--- config.mk ---
export PLATFORM = sky130hd
export DESIGN_NAME = callret_seq
export DESIGN_NICKNAME = d
export VERILOG_FILES = /design/src/rtl/callret_seq.sv
export SDC_FILE = /design/constraint.sdc
export NUM_CORES = 1
export LEC_CHECK = 0
export BUFFER_PORTS_ARGS = -buffer_cell sky130_fd_sc_hd__buf_4
export CAP_MARGIN = 20
export CELL_PAD_IN_SITES_DETAIL_PLACEMENT = 0
export CELL_PAD_IN_SITES_GLOBAL_PLACEMENT = 1
export CORE_ASPECT_RATIO = 0.75
export CORE_UTILIZATION = 38
export DETAILED_ROUTE_END_ITERATION = 10
export PLACE_DENSITY_LB_ADDON = 0.1
export SLEW_MARGIN = 20
export SYNTH_ARGS = -nofsm -noshare
export SYNTH_HDL_FRONTEND = slang
export SYNTH_SLANG_ARGS = --single-unit
export TNS_END_PERCENT = 10
--- constraint.sdc ---
create_clock -name clk -period 2.4 [get_ports clk]
set_input_delay 0.24 -clock clk [delete_from_list [all_inputs] [get_ports clk]]
set_output_delay 0.24 -clock clk [all_outputs]
set_load 0.01 [all_outputs]
--- src/rtl/callret_seq.sv ---
module callret_seq #(
  parameter int W = 16,
  parameter int FW = 4,
  parameter int VW = 8,
  parameter logic [W-1:0] PC_RST = '0,
  parameter logic [W-1:0] SP_RST = '1
) (
  input  logic          clk,
  input  logic          rst_n,
  input  logic          start,
  input  logic [2:0]    op,
  input  logic [W-1:0]  operand,
  output logic          busy,
  output logic          done,
  output logic [W-1:0]  pc,
  output logic [W-1:0]  sp,
  output logic [FW-1:0] flags,
  output logic          int_en,
  output logic [W-1:0]  mem_addr,
  output logic [W-1:0]  mem_wdata,
  input  logic [W-1:0]  mem_rdata,
  output logic          mem_rd,
  output logic          mem_wr
);
  localparam int EXEC = 8;
  localparam int CW = $clog2(EXEC);
  localparam logic [2:0] OP_CALL = 3'd0, OP_CALLR = 3'd1, OP_RET = 3'd2,
                         OP_RETI = 3'd3, OP_SWI = 3'd4;

  logic [CW-1:0] cnt;
  logic [2:0]    op_q;
  logic [W-1:0]  arg_q, target;
  logic          saving, restoring;

  assign saving    = busy && (op_q == OP_CALL || op_q == OP_CALLR || op_q == OP_SWI);
  assign restoring = busy && (op_q == OP_RET || op_q == OP_RETI);
  assign done      = busy && cnt == CW'(EXEC - 1);
  assign mem_addr  = sp;
  assign mem_wr    = saving && (cnt == CW'(0) || cnt == CW'(2));
  assign mem_rd    = restoring && (cnt == CW'(1) || cnt == CW'(4));
  assign mem_wdata = (cnt == CW'(0)) ? pc : {{(W-FW){1'b0}}, flags};

  always_comb begin
    case (op_q)
      OP_CALLR: target = pc + arg_q;
      OP_SWI:   target = {{(W-VW){1'b0}}, arg_q[VW-1:0]};
      default:  target = arg_q;
    endcase
  end

  always_ff @(posedge clk) begin
    if (!rst_n) begin
      busy   <= 1'b0;
      cnt    <= '0;
      op_q   <= '0;
      arg_q  <= '0;
      pc     <= PC_RST;
      sp     <= SP_RST;
      flags  <= '0;
      int_en <= 1'b0;
    end else if (!busy) begin
      if (start) begin
        busy  <= 1'b1;
        cnt   <= '0;
        op_q  <= op;
        arg_q <= operand;
      end
    end else begin
      cnt <= cnt + CW'(1);
      if (done) busy <= 1'b0;
      if (saving) begin
        if (cnt == CW'(1) || cnt == CW'(3)) sp <= sp - W'(1);
        if (cnt == CW'(4)) pc <= target;
      end
      if (restoring) begin
        if (cnt == CW'(0) || cnt == CW'(3)) sp <= sp + W'(1);
        if (cnt == CW'(2)) flags <= mem_rdata[FW-1:0];
        if (cnt == CW'(5)) pc <= mem_rdata;
        if (done && op_q == OP_RETI) int_en <= 1'b1;
      end
    end
  end
endmodule


==> key figures <==
Synthesis
  – Yosys cell types: 63
  – Main flop type after synthesis: dfxtp_1
  – Adder-cell area share of the yosys netlist: 7.604%
  – Cell area after synthesis: 4048 um2
  – Number of synthesis warnings: 0
  – Synth Instances: 505
  – Post-synthesis simple-gate area fraction: 23.68%
  – Syn avg cell area: between 8 and 9 um2
  – Area share of xor/xnor cells in the synthesized design: between 4 and 5%
  – Post-synthesis mux area share: between 4 and 5%
  – Main combinational cell family by area after synthesis: simple AND/OR/NAND/NOR gates
  – Ys async rst share: 0%
  – Post-synth EDFFs: 0
  – Synth top area cells: dfxtp_1, nand2_1, ha_1
  – Synth area leader: dfxtp_1
  – Post-synthesis compound-gate area fraction: 23.09%
  – Post-synthesis sequential area ratio: 29.68%
  – Area share of the leading cell type in the synthesized netlist: 29.68%
  – #FFs+latches synth: 60
  – Syn Nets: 567

GRT
  – GR peak layer: met2
  – Pin count of the biggest net entering global routing: 60
  – Tot GR Track Use: approximately 22%
  – Met3 GRT Util: 5.905%
  – First-pass GRT wire length: 19.11 mm
  – Number of global-route vias before repair: 3693
  – Grt total ovfl: 0
  – Met1 usage: a little under a third
  – Met2 Usage GRT: between 30% and 40%
  – Antenna violations before repair: 0

Timing
  – Tcrit/Tclk final: 97.38%
  – Worst slew margin: 57.17%
  – Fmax: approximately 430 MHz
  – Final setup viols: 0
  – Max Slew Vio Count: 0
  – Post-route clock skew: roughly 0.0063 ns
  – Final WS setup: ~0.063 ns
  – Slew @ Worst Pin: 0.6418 ns
  – Setup total negative slack: 0 ns
  – RSZ-0062 raised after global routing: true
  – Fin crit period: 2.337 ns
  – Final Hold Fails: 0

Drt
  – Final Routed Wirelength: 12.01 mm
  – Routed Antenna Nets: 0
  – Vias: 4021
  – Vias per cell: 5.434
  – DRC: 0
  – Routed len/inst: 16.23 um
  – Router iterations before antenna repair: 5
  – Iteration-0 DRC Markers: 258

Status
  – Status: finished, final reports clean

Worst hold path
  – Hold crit path type: input pin to register
  – Hold path start: operand[10]

Floorplan
  – Core area: 10330 um2
  – Ports: 111
  – FP Rows: 32
  – Die height: approximately 90 um
  – Die Wd: roughly 120 um
  – Starting density of the core: 39.18%
  – Die area: 11070 um2

Clock network
  – CTS Hold Buffers Added: 0
  – Clk sink count: 60
  – CTS Buffer Depth: 2
  – Worst-path clk slew: 0.05 ns
  – Clock latency on the worst-skew pair: ~0.34 ns
  – CTS buffer count: 9
  – CTS root buf: clkbuf_16
  – CTS tree: built
  – Htree depth: 3
  – Post-CTS sizing: 0
  – Post-CTS setup buffer count: 0

Final layout
  – Layout area overhead: 29.18%
  – Most frequent cells in the layout: buf_4, nand2_1, dfxtp_1
  – # nets final: between 600 and 700
  – Antenna diode count: 0
  – Most common cell after layout, fill and taps aside: buf_4
  – Final Instance Area: 5229 um2
  – Layout fillers: 1036
  – Sequential cell area: 1201 um2
  – Multi-input gate area: 2564 um2
  – Util after Layout: between 50% and 60%
  – Share of cells above drive strength 1: 26.99%

Critical path
  – R2R setup slack: 0.06 ns
  – Worst setup EP type: register
  – CP top delay family: compound AO/OA/AOI/OAI gates
  – Worst R2R Start: arg_q[0]
  – Setup crit start kind: register
  – Worst path required time: 2.66 ns
  – Slowest CP cell: fa_1
  – Largest stage delay, worst path: 0.37 ns
  – CP arrival: 2.60 ns
  – Worst Path Buf+Inv: 1
  – Critical path class: register to register
  – Peak fanout along the critical path: 4
  – Crit-path cells: ha_2, inv_1, fa_1, nand2b_1, a21o_1, a31o_2, a21oi_2, mux2_2, o21ai_0
  – Setup crit start: arg_q[0]

Place
  – Post-DP Area: 4911 um2
  – Global placer's final weighted congestion: 0.9375
  – Pre-CTS setup slack: slightly below 0.05 ns
  – Detailed Place HPWL: between 8 and 9 mm
  – PortBufs: 110

Power and ir drop
  – P per Cell Area: 526.5 nW/um2
  – Peak supply drop: 0.0003435 V
  – Lkg Pwr: 0.002231 uW

Job
  – Max-cap violation count: 0
-- metal layers --
layer	wire, um	vias to the layer above
li1	-	1979
met1	5920	1872
met2	5109	148
met3	823	22
met4	155	0
met5	0	-
-- area by class of cell --
class	instances	share of cell area (%)
multi-input combinational	390	49.03
clock inverter	6	1.220
tap	136	3.254
sequential	60	22.97
clock buffer	10	4.570
timing repair buffer	126	18.09
inverter	12	0.8615
-- tightest hold or removal path: cells and delay by family --
family	cells	cell delay, ns
AOI/OAI and AO/OA	1	0.06
buffers and inverters	1	0.11
and+or+nand+nor	1	0.04
-- cell families after synthesis --
kind of cell               count (synthesis)
adders and majority gates                 24
DFF                                       60
buffers and inverters                     55
muxes                                     16
AOI/OAI and AO/OA                        137
and+or+nand+nor                          193
xor gates and xnor gates                  20
-- sequential cells by signal, summed over array words and instances (netlist names) --
name and cells:
cnt 3, busy 1, pc 16, flags 4
int_en 1, mem_addr 16, arg_q 16, op_q 3
-- cell usage after synthesis, types with 9 or more instances --
cell type,number
nand2_1,88
dfxtp_1,60
a21oi_1,33
o21ai_0,27
ha_1,23
a21boi_0,21
buf_4,18
nor2_1,17
and2_1,16
clkbuf_1,16
xor2_1,14
nor2b_1,13
inv_1,12
nor3_1,11
mux2i_1,10
nand3_1,9
-- path summary, 6_finish.rpt --
path / endpoint / cells after the start
worst max-delay path: pc[14] / 9
worst min-delay path: arg_q[10] / 3
worst max register to register: pc[14] / 9
worst min register to register: arg_q[7] / 2
-- power breakdown --
group | switching [uW] | internal, uW | leakage (uW)
sequential | 42.6 | 1030 | 0.000488
clock | 494 | 829 | 0.000144
combinational | 192 | 165 | 0.00160
-- per-stage QoR --
step                      instances  hold slack, ns  power [uW]
after floorplan                 505          0.3849        1299
after global placement          724          0.4778        1443
after detailed placement        724          0.4816        1449
after CTS                       740          0.1591        2776
after global routing            740          0.1671        2858
final                           740          0.1618        2753
(Power assumes the default switching activity.)
